File: config.mk
export PLATFORM = sky130hd
export DESIGN_NAME = ptp_tod_counter
export DESIGN_NICKNAME = d
export VERILOG_FILES = /design/src/rtl/ptp_tod_pkg.sv /design/src/rtl/ptp_reg_if.sv /design/src/rtl/ptp_inc_sel.sv /design/src/rtl/ptp_time_core.sv /design/src/rtl/ptp_tod_counter.sv
export SDC_FILE = /design/constraint.sdc
export NUM_CORES = 1
export LEC_CHECK = 0
export ABC_AREA = 1
export BUFFER_PORTS_ARGS = -buffer_cell sky130_fd_sc_hd__buf_2
export CAP_MARGIN = 20
export CORE_MARGIN = 1.5
export CORE_UTILIZATION = 45
export DETAILED_ROUTE_END_ITERATION = 7
export GPL_TIMING_DRIVEN = 0
export SETUP_SLACK_MARGIN = 0.15
export SYNTH_ARGS = -nofsm -noshare
export SYNTH_HDL_FRONTEND = slang
export SYNTH_HIERARCHICAL = 1
export SYNTH_SLANG_ARGS = --single-unit
File: constraint.sdc
create_clock -name clk -period 7.8 [get_ports clk]
set_clock_uncertainty 0.1 [all_clocks]
set_input_delay 0.78 -clock clk [delete_from_list [all_inputs] [get_ports clk]]
set_output_delay 0.78 -clock clk [all_outputs]
set_load 0.05 [all_outputs]
File: src/rtl/ptp_tod_pkg.sv
package ptp_tod_pkg;

    localparam int TIME_W = 64;
    localparam int WORD_W = 32;
    localparam int FRAC_W = 32;
    localparam int INT_W  = 8;
    localparam int ADDR_W = 3;
    localparam int SPD_W  = 2;
    localparam int INC_W  = INT_W + FRAC_W;

    typedef enum logic [ADDR_W-1:0] {
        RA_CTRL_A  = 3'd0,
        RA_CTRL_B  = 3'd1,
        RA_TIME_LO = 3'd2,
        RA_TIME_HI = 3'd3,
        RA_INC_LO  = 3'd4,
        RA_INC_HI  = 3'd5
    } reg_addr_e;

    typedef struct packed {
        logic [INT_W-1:0]  whole;
        logic [FRAC_W-1:0] frac;
    } inc_t;

    typedef struct packed {
        logic              load;
        logic [TIME_W-1:0] value;
    } time_load_t;

    typedef struct packed {
        logic valid;
        inc_t value;
    } inc_write_t;

    function automatic inc_t default_inc(input logic [SPD_W-1:0] spd);
        inc_t r;
        case (spd)
            2'd1:    r = '{whole: 8'h03, frac: 32'h3333_3333};
            2'd2:    r = '{whole: 8'h20, frac: 32'h0000_0000};
            2'd3:    r = '{whole: 8'h00, frac: 32'h0000_0000};
            default: r = '{whole: 8'h01, frac: 32'h9999_9999};
        endcase
        return r;
    endfunction

endpackage

File: src/rtl/ptp_reg_if.sv
module ptp_reg_if
    import ptp_tod_pkg::*;
(
    input  logic              clk,
    input  logic              rst,
    input  logic              req_valid,
    output logic              req_ready,
    input  logic              req_write,
    input  logic [ADDR_W-1:0] req_addr,
    input  logic [WORD_W-1:0] req_wdata,
    output logic              rsp_valid,
    output logic [WORD_W-1:0] rsp_rdata,
    input  logic [TIME_W-1:0] time_now,
    input  inc_t              inc_active,
    output time_load_t        time_load,
    output inc_write_t        inc_write,
    output logic              run_en
);

    localparam int HI_W = TIME_W - WORD_W;

    logic              rsp_valid_q;
    logic [WORD_W-1:0] rsp_data_q;
    logic              en_a_q, en_b_q;
    logic [WORD_W-1:0] time_lo_stage_q;
    logic [FRAC_W-1:0] inc_lo_stage_q;
    logic [HI_W-1:0]   shadow_hi_q;
    logic              acc, wr_acc, rd_acc;
    logic [WORD_W-1:0] rd_word;

    assign req_ready = !rsp_valid_q;
    assign acc       = req_valid && req_ready;
    assign wr_acc    = acc && req_write;
    assign rd_acc    = acc && !req_write;
    assign rsp_valid = rsp_valid_q;
    assign rsp_rdata = rsp_data_q;
    assign run_en    = en_a_q && en_b_q;

    always_comb begin
        time_load.load  = wr_acc && (req_addr == RA_TIME_HI);
        time_load.value = {req_wdata[HI_W-1:0], time_lo_stage_q};
        inc_write.valid = wr_acc && (req_addr == RA_INC_HI);
        inc_write.value = '{whole: req_wdata[INT_W-1:0], frac: inc_lo_stage_q};
    end

    always_comb begin
        rd_word = '0;
        case (req_addr)
            RA_CTRL_A:  rd_word[0] = en_a_q;
            RA_CTRL_B:  rd_word[0] = en_b_q;
            RA_TIME_LO: rd_word = time_now[WORD_W-1:0];
            RA_TIME_HI: rd_word = WORD_W'(shadow_hi_q);
            RA_INC_LO:  rd_word = WORD_W'(inc_active.frac);
            RA_INC_HI:  rd_word = WORD_W'(inc_active.whole);
            default:    rd_word = '0;
        endcase
    end

    always_ff @(posedge clk) begin
        if (rst) begin
            rsp_valid_q     <= 1'b0;
            rsp_data_q      <= '0;
            en_a_q          <= 1'b0;
            en_b_q          <= 1'b0;
            time_lo_stage_q <= '0;
            inc_lo_stage_q  <= '0;
            shadow_hi_q     <= '0;
        end else begin
            rsp_valid_q <= rd_acc;
            if (rd_acc) begin
                rsp_data_q <= rd_word;
                if (req_addr == RA_TIME_LO) begin
                    shadow_hi_q <= time_now[TIME_W-1:WORD_W];
                end
            end
            if (wr_acc) begin
                case (req_addr)
                    RA_CTRL_A:  en_a_q          <= req_wdata[0];
                    RA_CTRL_B:  en_b_q          <= req_wdata[0];
                    RA_TIME_LO: time_lo_stage_q <= req_wdata;
                    RA_INC_LO:  inc_lo_stage_q  <= req_wdata[FRAC_W-1:0];
                    default:    ;
                endcase
            end
        end
    end

endmodule

File: src/rtl/ptp_inc_sel.sv
module ptp_inc_sel
    import ptp_tod_pkg::*;
(
    input  logic             clk,
    input  logic             rst,
    input  inc_write_t       inc_write,
    input  logic             link_apply,
    input  logic [SPD_W-1:0] link_speed,
    output inc_t             inc_active
);

    inc_t inc_q;

    assign inc_active = inc_q;

    always_ff @(posedge clk) begin
        if (rst) begin
            inc_q <= default_inc(2'd0);
        end else if (inc_write.valid) begin
            inc_q <= inc_write.value;
        end else if (link_apply) begin
            inc_q <= default_inc(link_speed);
        end
    end

endmodule

File: src/rtl/ptp_time_core.sv
module ptp_time_core
    import ptp_tod_pkg::*;
(
    input  logic              clk,
    input  logic              rst,
    input  logic              run_en,
    input  inc_t              inc_active,
    input  time_load_t        time_load,
    output logic [TIME_W-1:0] time_now
);

    logic [TIME_W-1:0] time_q;
    logic [FRAC_W-1:0] frac_q;
    logic [FRAC_W-1:0] frac_sum;
    logic              carry;
    logic [TIME_W-1:0] step;

    assign time_now = time_q;

    always_comb begin
        {carry, frac_sum} = {1'b0, frac_q} + {1'b0, inc_active.frac};
        step = TIME_W'(inc_active.whole) + TIME_W'(carry);
    end

    always_ff @(posedge clk) begin
        if (rst) begin
            time_q <= '0;
            frac_q <= '0;
        end else if (time_load.load) begin
            time_q <= time_load.value;
            frac_q <= '0;
        end else if (run_en) begin
            time_q <= time_q + step;
            frac_q <= frac_sum;
        end
    end

endmodule

File: src/rtl/ptp_tod_counter.sv
module ptp_tod_counter
    import ptp_tod_pkg::*;
(
    input  logic              clk,
    input  logic              rst,
    input  logic              req_valid,
    output logic              req_ready,
    input  logic              req_write,
    input  logic [ADDR_W-1:0] req_addr,
    input  logic [WORD_W-1:0] req_wdata,
    output logic              rsp_valid,
    output logic [WORD_W-1:0] rsp_rdata,
    input  logic              link_apply,
    input  logic [SPD_W-1:0]  link_speed,
    output logic [TIME_W-1:0] time_ns
);

    time_load_t time_load;
    inc_write_t inc_write;
    inc_t       inc_active;
    logic       run_en;

    ptp_reg_if u_reg (
        .clk        (clk),
        .rst        (rst),
        .req_valid  (req_valid),
        .req_ready  (req_ready),
        .req_write  (req_write),
        .req_addr   (req_addr),
        .req_wdata  (req_wdata),
        .rsp_valid  (rsp_valid),
        .rsp_rdata  (rsp_rdata),
        .time_now   (time_ns),
        .inc_active (inc_active),
        .time_load  (time_load),
        .inc_write  (inc_write),
        .run_en     (run_en)
    );

    ptp_inc_sel u_inc (
        .clk        (clk),
        .rst        (rst),
        .inc_write  (inc_write),
        .link_apply (link_apply),
        .link_speed (link_speed),
        .inc_active (inc_active)
    );

    ptp_time_core u_core (
        .clk        (clk),
        .rst        (rst),
        .run_en     (run_en),
        .inc_active (inc_active),
        .time_load  (time_load),
        .time_now   (time_ns)
    );

endmodule

# ---- After elaboration in Yosys (flattened, before gate mapping)
# Index checks and enable logic that the tools add are counted.
dict set report word_totals {
  regBits 267
  output_inout_bits 98
}
dict set report classes {
  n_addsub 3
  n_eq_ne 8
  muxes 7
  n_reduce_logical 17
}
# op n
set op_table {}
lappend op_table {{two-way mux 64 bit} 2}
lappend op_table {{one-hot mux 31 bit (4 select lines)} 1}
lappend op_table {{one-hot mux 38 bit (3 select lines)} 1}
lappend op_table {{two-way mux 40 bit} 2}
lappend op_table {{adder 64 bit} 1}
lappend op_table {{adder 32 x 32 -> 33 bit} 1}
lappend op_table {{AND reduction 2 bit} 5}
lappend op_table {{adder 8 x 1 -> 9 bit} 1}
lappend op_table {{== test 3 x 2 -> 1 bit, second input constant} 2}
lappend op_table {{== test 3 bit, second input constant} 2}
lappend op_table {{logical AND 1 bit} 6}
lappend op_table {{one-hot mux 1 bit (6 select lines)} 1}
lappend op_table {{== test 2 bit, second input constant} 2}
lappend op_table {{nonzero test 2 bit} 2}
lappend op_table {{== test 3 x 1 -> 1 bit, second input constant} 1}
lappend op_table {{logical NOT 3 bit} 1}
lappend op_table {{== test 2 x 1 -> 1 bit, second input constant} 1}
lappend op_table {{logical NOT 1 bit} 2}
lappend op_table {{OR reduction 2 bit} 1}

# ---- Logic depth before layout (Yosys ltp)
# Gate-level depths: netlist (run 1).
dict set report depth {
  word_depth 5
  mapped_depth 24
  mapped_depth_nobuf 24
}

# ---- Cells and area by module
# Netlist (run 1), hierarchy kept.
# module n_inst cells_each area_per_inst_um2 seq_area_each_um2
set modules_own_cells {}
lappend modules_own_cells {ptp_time_core 1 1486 8697.1 1921.8}
lappend modules_own_cells {ptp_reg_if 1 792 5565.3 2622.5}
lappend modules_own_cells {ptp_inc_sel 1 204 1535.2 800.8}

# ---- Worst setup path after synthesis (run 1)
# OpenSTA, ideal clock, no wires.
dict set report synth_path {
  path_kind {reg2reg}
  start {register u_inc.inc_q, in the netlist u_inc/inc_active[0]}
  end {register u_core.time_q[44], in the netlist u_core/time_now[44]}
  setup_time_ns 0.135
  arrival_time_ns 3.194
  required_time_ns 7.565
  path_slack_ns 4.370
  path_stages_with_launch 24
  n_path_buf 0
  synth_period_minus_slack_ns 3.430
  cell_sequence {dfxtp_1 ha_1 fa_1 nand2_1 a21oi_2 nand2_1 nand2_1 nand2_1 nand2_1 nand2_1 nand2_1 a21oi_1 fa_1 fa_1 inv_1 nand3_1 nand3_1 nand3_1 nand2_2 nand2_1 nor2_1 nand2_1 nand3_1 a21oi_1}
}
dict set report synth_between {
  elab_chain_len 5
}
# item line
set synth_lines {}
lappend synth_lines {{from (decl)} ptp_inc_sel.sv:12} ;# inc_t inc_q;
lappend synth_lines {{from (signal assigned)} ptp_inc_sel.sv:18} ;# inc_q <= default_inc(2'd0);
lappend synth_lines {{from (signal assigned)} ptp_inc_sel.sv:20} ;# inc_q <= inc_write.value;
lappend synth_lines {{from (signal assigned)} ptp_inc_sel.sv:22} ;# inc_q <= default_inc(link_speed);
lappend synth_lines {{adder 32 x 32 -> 33 bit} ptp_time_core.sv:21} ;# {carry, frac_sum} = {1'b0, frac_q} + {1'b0, inc_active.frac};
lappend synth_lines {{adder 8 x 1 -> 9 bit} ptp_time_core.sv:22} ;# step = TIME_W'(inc_active.whole) + TIME_W'(carry);
lappend synth_lines {{adder 64 bit} ptp_time_core.sv:33} ;# time_q <= time_q + step;
lappend synth_lines {{two-way mux 64 bit} ptp_time_core.sv:32} ;# end else if (run_en) begin
lappend synth_lines {{two-way mux 64 bit} ptp_time_core.sv:29} ;# end else if (time_load.load) begin
lappend synth_lines {{to (signal assigned)} ptp_time_core.sv:30} ;# time_q <= time_load.value;
lappend synth_lines {{to (signal assigned)} ptp_time_core.sv:33}
lappend synth_lines {{to (decl)} ptp_time_core.sv:12} ;# logic [TIME_W-1:0] time_q;
# No other way between the ends. The select of a mux whose other input is x is not followed.
# A chain may end at the register's enable or synchronous reset.

# ---- Final worst setup path (run 1)
dict set report layout_path {
  start {register u_inc.inc_q, in the netlist u_inc/inc_active[0]}
  end {register u_core.time_q[56], in the netlist u_core/time_now[56]}
}
# The elaborated chain is that of the path after synthesis.

==> flow_summary_export.csv, run 1 <==
group,metric,value,unit
run_status,status,"complete, no violations",
sta,period_needed,4921,ps
min_path,hold_class,"flip-flop to flip-flop",
floorplanning,dieHeight,190.4,um
pwr,power_leakage,8.074,nW
pwr,totalPowerFinal,0.003158,W
clocking,cts_setup_buffers,0,
worst_setup_path,setup.worst_path.end,"u_core/time_now[56]$_SDFFE_PP0P_",
sta,hold_viol_final,0,
sta,max_freq,203.2,MHz
global_routing,use_met3,3.349,%
layout,final_common_cell,"nand2_1",
floorplanning,num_io_pins,140,
worst_setup_path,cpPeakStageDelay,500,ps
global_routing,grt_usage,33.70,%
clocking,ctsResizeCount,0,
clocking,clkTransAtPathRegs,60,ps
global_routing,overflow,0,
layout,area_growth,14.92,%
synthesis,yosys_most_used_dff,"dfxtp_1",
floorplanning,num_rows,68,
worst_setup_path,ff2ff_path_depth,23,
floorplanning,die_w,190.4,um
layout,final_cell_mix,"nand2_1, dfxtp_1, a21oi_1",
pwr,swShare,24.19,%
clocking,clk_latency,560,ps
sta,slew_headroom,41.55,%
routing,drc,0,
global_routing,grtUsageMet2,59.57,%
pwr,power.internal,0.002394,W
worst_setup_path,crit_top_cell,"nand2_1",
worst_setup_path,endpoint_kind,"flip-flop",
clocking,cts_tree,"built",
synthesis,ys_async_sr_fraction,0,%
synthesis,synth_cell_types,44,
global_routing,grt_max_degree,15,
synthesis,yosysSeqAreaShare,33.83,%
pwr,power_density,173.9,nW/um2
placement,gp_congestion,1.060,
global_routing,grtUsageMet1,42.68,%
min_path,min-delay-start,"u_reg/shadow_hi_q[23]$_SDFFE_PP0P_",
clocking,cts_inserted_buffers,30,
worst_setup_path,r2r-end,"u_core/time_now[56]$_SDFFE_PP0P_",
global_routing,grt_pass1_wl,92240,um
clocking,ctsHoldBuffers,0,
worst_setup_path,crit_chain,"ha_1 > fa_1 > nand2_1 > a21oi_2 > nand2_1 > nand2_1 > nand2_1 > nand2_1 > nand2_1 > nand2_1 > a21oi_1 > fa_1 > fa_1 > inv_1 > nand3_1 > nand3_1 > nand2_1 > nand3_1 > nand2_1 > o21ai_0 > nand2_1 > nand2_1 > a21oi_1",
sta,fin_tns_setup,0,ps
layout,nFillCells,3631,
worst_setup_path,rrSetupSlack,2880,ps
worst_setup_path,startpoint,"u_inc/inc_active[0]$_SDFFE_PP1P_",
placement,dp.cells,3076,
clocking,clockBufferDepth,3,
worst_setup_path,rr_startpoint,"u_inc/inc_active[0]$_SDFFE_PP1P_",
pwr,p_switching,0.0007639,W
pwr,power_frac_comb,6.7,%
placement,io_buffers,139,
clocking,clock-sinks,267,
sta,hold_ws,360.0,ps
routing,drtAntennaViolNets,0,
worst_setup_path,cp.arrival,5230,ps
synthesis,synth_area,15800,um2
global_routing,grt_antenna_before_repair,0,
synthesis,synthCells,2482,
worst_setup_path,critPathSlowestCell,"fa_1",
synthesis,ys_ff_latch,267,
clocking,cts_root_buf,"clkbuf_16",
routing,drtIter0Drc,1329,
pwr,ir_drop,170.3,uV
layout,area.sequential,5345,um2
layout,diodes,0,
layout,nets,2737,
routing,dr.pass1.iters,6,
synthesis,syn-num-nets,2566,
placement,dpl_cell_area,17060,um2
clocking,htree_levels,1,
global_routing,grt_pass1_vias,15720,
sta,worstMarginPinSlew,876.7,ps
floorplanning,die_area,36240,um2
pwr,clkPwrFrac,48.8,%
floorplanning,core,34540,um2
floorplanning,initial_core_util,45.73,%
placement,hpwl,49370,um
worst_setup_path,startpoint_type,"flip-flop",
synthesis,synth_warnings,6,
sta,setup_viol,0,
worst_setup_path,cp_max_fo,5,
synthesis,synth_area_per_cell,6.365,um2
synthesis,synth_edf_count,0,
layout,drive_gt1_share,13.83,%
layout,fin_area,18150,um2
layout,stdcell_count,3131,
worst_setup_path,crit_type,"flip-flop to flip-flop",
worst_setup_path,cp.required,8110,ps
run,cap_viol_max_count,0,
pwr,power_frac_seq,44.4,%
routing,routedWlPerCell,19.85,um
routing,num_vias,16920,
routing,vias_per_cell,5.405,
global_routing,grt_busiest_layer,"met2",
sta,period_share,63.09,%
layout,multi_input_area,8813,um2
routing,wirelength,62160,um
sta,grt_setup_unrepaired,"false",
sta,slew_violations,0,
[cells in the mapped netlist (all sizes together), types with 7 or more instances]
| cell | count | share of area, % |
|---|---|---|
| nand2 | 924 | 22 |
| dfxtp | 267 | 34 |
| a21oi | 245 | 7.9 |
| nor2 | 237 | 6.6 |
| inv | 232 | 5.5 |
| nand3 | 158 | 5.2 |
| buf | 93 | 3.7 |
| a22oi | 54 | 2.6 |
| o21ai | 49 | 1.6 |
| clkbuf | 45 | 1.1 |
| ha | 39 | 3.1 |
| nand4 | 38 | 1.5 |
| nor3 | 22 | 0.80 |
| xor2 | 19 | 1.1 |
| o21bai | 16 | 0.76 |
| nand3b | 12 | 0.59 |
| xnor2 | 8 | 0.44 |
| a31oi | 7 | 0.28 |
[layout make-up]
type,count,share of cell area (%)
flip-flops and latches,267,29.44
well taps,455,3.136
inverters,234,4.838
clock buffers,45,5.114
clock inverters,10,0.9028
repair buffers,139,3.832
plain buffers,138,4.190
multi-input cells,1843,48.55
[critical path, delay by kind of cell, from the launching register on]
family,cells,cell delay (ps)
flops,1,420
buf+inv,1,140
simple gates,14,1910
fa+ha+maj,4,1440
compound gates,4,740
[power groups by stage]
stage               Clock (W)  Combinational, W  Sequential, W
finish                0.00154          0.000212        0.00140
global route          0.00162          0.000227        0.00140
CTS                   0.00156          0.000209        0.00140
detailed placement          0          0.000208        0.00143
global placement            0          0.000206        0.00143
floorplan                   0          0.000116        0.00143
[per-layer routing]
layer,vias to the layer above,wire (um)
met2,654,30130
met1,7889,26280
met5,-,0
met4,0,2126
met3,114,3622
li1,8267,-
[sequential cells by signal (all words and copies together) (netlist names)]
register,count
u_core/frac_q,32
u_core/time_now,64
u_inc/inc_active,40
u_reg/en_a_q,1
u_reg/en_b_q,1
u_reg/inc_lo_stage_q,32
u_reg/rsp_rdata,32
u_reg/rsp_valid,1
u_reg/shadow_hi_q,32
u_reg/time_lo_stage_q,32
[stage by stage]
| stage | util, % | worst slack (ps) |
|---|---|---|
| final | 52.56 | 2879 |
| after global routing | 52.56 | 2643 |
| after CTS | 52.56 | 2922 |
| after detailed placement | 49.40 | 2933 |
| after global placement | 49.40 | 2947 |
| after floorplan | - | 4370 |
[worst min path at each step]
stage | endpoint | cells past startpoint
floorplan | u_inc/inc_active[30]$_SDFFE_PP0P_ | 2
global placement | u_reg/inc_lo_stage_q[7]$_SDFFE_PP0P_ | 2
detailed placement | u_reg/inc_lo_stage_q[15]$_SDFFE_PP0P_ | 2
CTS | u_reg/inc_lo_stage_q[9]$_SDFFE_PP0P_ | 2
global route | u_reg/time_lo_stage_q[28]$_SDFFE_PP0P_ | 2
finish | u_reg/shadow_hi_q[23]$_SDFFE_PP0P_ | 2
[cell families (layout without fill, tap and decap cells)]
| group | after synthesis | count (layout) | share of synthesized area, % |
|---|---|---|---|
| adders and majority gates | 42 | 42 | 3.469 |
| and+or+nand+nor | 1398 | 1398 | 37.45 |
| buffers and inverters | 372 | 566 | 10.38 |
| xor gates and xnor gates | 27 | 27 | 1.497 |
| DFF | 267 | 267 | 33.83 |
| AOI/OAI and AO/OA | 376 | 376 | 13.37 |
Power figures use the tool's default switching activity.
==> run 2: changes to the inputs <==
==> constraint.sdc (replaced) <==
create_clock -name clk -period 4.7 [get_ports clk]
set_clock_uncertainty 0.1 [all_clocks]
set_input_delay 0.47 -clock clk [delete_from_list [all_inputs] [get_ports clk]]
set_output_delay 0.47 -clock clk [all_outputs]
set_load 0.05 [all_outputs]
==> run 2 against run 1 <==
Register-to-register slack lost 2600 ps. Critical path type unchanged. Utilization is 0.12 points higher. Combinational power is 66% higher. Power is 66% higher. Critical endpoint is now u_core/time_now[44]$_SDFFE_PP0P_.
==> flow_summary_export.csv, run 2 (synthesis gave the netlist of run 1 again) <==
group,metric,value,unit
run_status,status,"complete, no violations",
clocking,cts_inserted_buffers,30,
layout,nets,2737,
floorplanning,dieHeight,190.4,um
run,cap_viol_max_count,0,
sta,hold_viol_final,0,
worst_setup_path,cp.arrival,4710,ps
routing,wirelength,62240,um
routing,drtAntennaViolNets,0,
sta,worstMarginPinSlew,835.2,ps
min_path,hold_class,"input pin to flip-flop",
worst_setup_path,cp.required,5030,ps
layout,stdcell_count,3131,
clocking,ctsHoldBuffers,0,
clocking,cts_tree,"built",
placement,io_buffers,139,
floorplanning,num_io_pins,140,
placement,hpwl,49370,um
layout,final_common_cell,"nand2_1",
sta,setup_viol,0,
worst_setup_path,startpoint_type,"flip-flop",
routing,drtIter0Drc,1351,
layout,final_cell_mix,"nand2_1, dfxtp_1, a21oi_1",
floorplanning,core,34540,um2
layout,multi_input_area,8852,um2
routing,vias_per_cell,5.406,
pwr,totalPowerFinal,0.005238,W
sta,grt_setup_unrepaired,"true",
pwr,ir_drop,281.6,uV
floorplanning,die_w,190.4,um
sta,max_freq,228.4,MHz
global_routing,grt_pass1_wl,92250,um
sta,slew_violations,0,
layout,area.sequential,5346,um2
clocking,htree_levels,1,
clocking,clock-sinks,267,
placement,dp.cells,3076,
global_routing,grt_max_degree,15,
clocking,cts_root_buf,"clkbuf_16",
pwr,power_leakage,8.086,nW
clocking,cts_setup_buffers,0,
layout,largest_reg_flops,64,
layout,nFillCells,3622,
worst_setup_path,endpoint_kind,"flip-flop",
global_routing,grt_pass1_vias,15720,
sta,hold_ws,104.4,ps
sta,period_needed,4379,ps
routing,routedWlPerCell,19.88,um
sta,period_share,93.18,%
routing,dr.pass1.iters,7,
clocking,clk_latency,560,ps
placement,gp_congestion,1.060,
sta,fin_tns_setup,0,ps
global_routing,grt_usage,33.71,%
layout,finish.utilization,52.67,%
floorplanning,die_area,36240,um2
global_routing,overflow,0,
sta,slew_headroom,44.32,%
global_routing,grt_antenna_before_repair,0,
clocking,clkTransAtPathRegs,60,ps
routing,num_vias,16930,
clocking,clockBufferDepth,3,
layout,diodes,0,
routing,drc,0,
floorplanning,initial_core_util,45.73,%
floorplanning,num_rows,68,
layout,area_growth,15.18,%
worst_setup_path,cp_max_fo,5,
pwr,power_density,287.9,nW/um2
worst_setup_path,crit_type,"flip-flop to flip-flop",
layout,drive_gt1_share,14.16,%
[run 2: what timing repair did]
| item | in CTS | in global routing |
|---|---|---|
| gates resized for setup | 5 | 6 |
| endpoints found under the setup margin | 12 | 13 |
| gates cloned | 0 | 0 |
[run 2: area by class of cell]
type	count	share of cell area, %
Multi-Input combinational cell	1843	48.65
Sequential cell	267	29.38
Clock buffer	45	5.102
Inverter	234	4.827
Buffer	138	4.181
Timing Repair Buffer	139	3.823
Tap cell	455	3.129
Clock inverter	10	0.9008
[run 2: worst max-delay path: stages (launching register included)]
cell,delay (ps)
dfxtp_2,380
ha_2,220
fa_2,260
nand2_1,140
a21oi_4,230
nand2_1,90
nand2_2,120
nand2_1,100
nand2_2,130
nand2_1,120
nand2_1,140
a21oi_2,150
fa_1,450
fa_1,380
inv_1,140
nand3_1,100
nand3_2,140
nand3_1,130
nand2_4,130
nand2_1,140
nor2_1,120
nand2_1,50
nand3_1,170
a21oi_1,80
[run 2: path summary, 6_finish.rpt]
check	start	cells past startpoint	end	slack (ps)
worst max-delay path	u_inc/inc_active[0]$_SDFFE_PP1P_	23	u_core/time_now[44]$_SDFFE_PP0P_	320
worst min-delay path	req_wdata[16]	3	u_reg/time_lo_stage_q[16]$_SDFFE_PP0P_	100
worst max register to register	u_inc/inc_active[0]$_SDFFE_PP1P_	23	u_core/time_now[44]$_SDFFE_PP0P_	320
worst min register to register	u_reg/shadow_hi_q[23]$_SDFFE_PP0P_	2	u_reg/shadow_hi_q[23]$_SDFFE_PP0P_	360
[run 2: per-stage QoR]
step / cell area, um2 / setup slack [ps]
floorplan: 15800 / 1270
global placement: 17060 / -152.9
detailed placement: 17060 / -166.7
CTS: 18180 / 172.5
global route: 18200 / 76.42
finish: 18200 / 320.8
[run 2: metal layers]
metal  GRT usage (%)  up-vias  part of all wire, %
li1                -     8277                    -
met1           42.68     7906                   42
met2           59.57      630                   48
met3           3.368      114                  6.2
met4           11.33        0                  3.4
met5               0        -                    0
[run 2: report_power, final]
part	internal (W)	total, W	switching [W]
clock	0.00158	0.00256	0.000977
sequential	0.00229	0.00233	0.0000371
combinational	0.000101	0.000352	0.000251
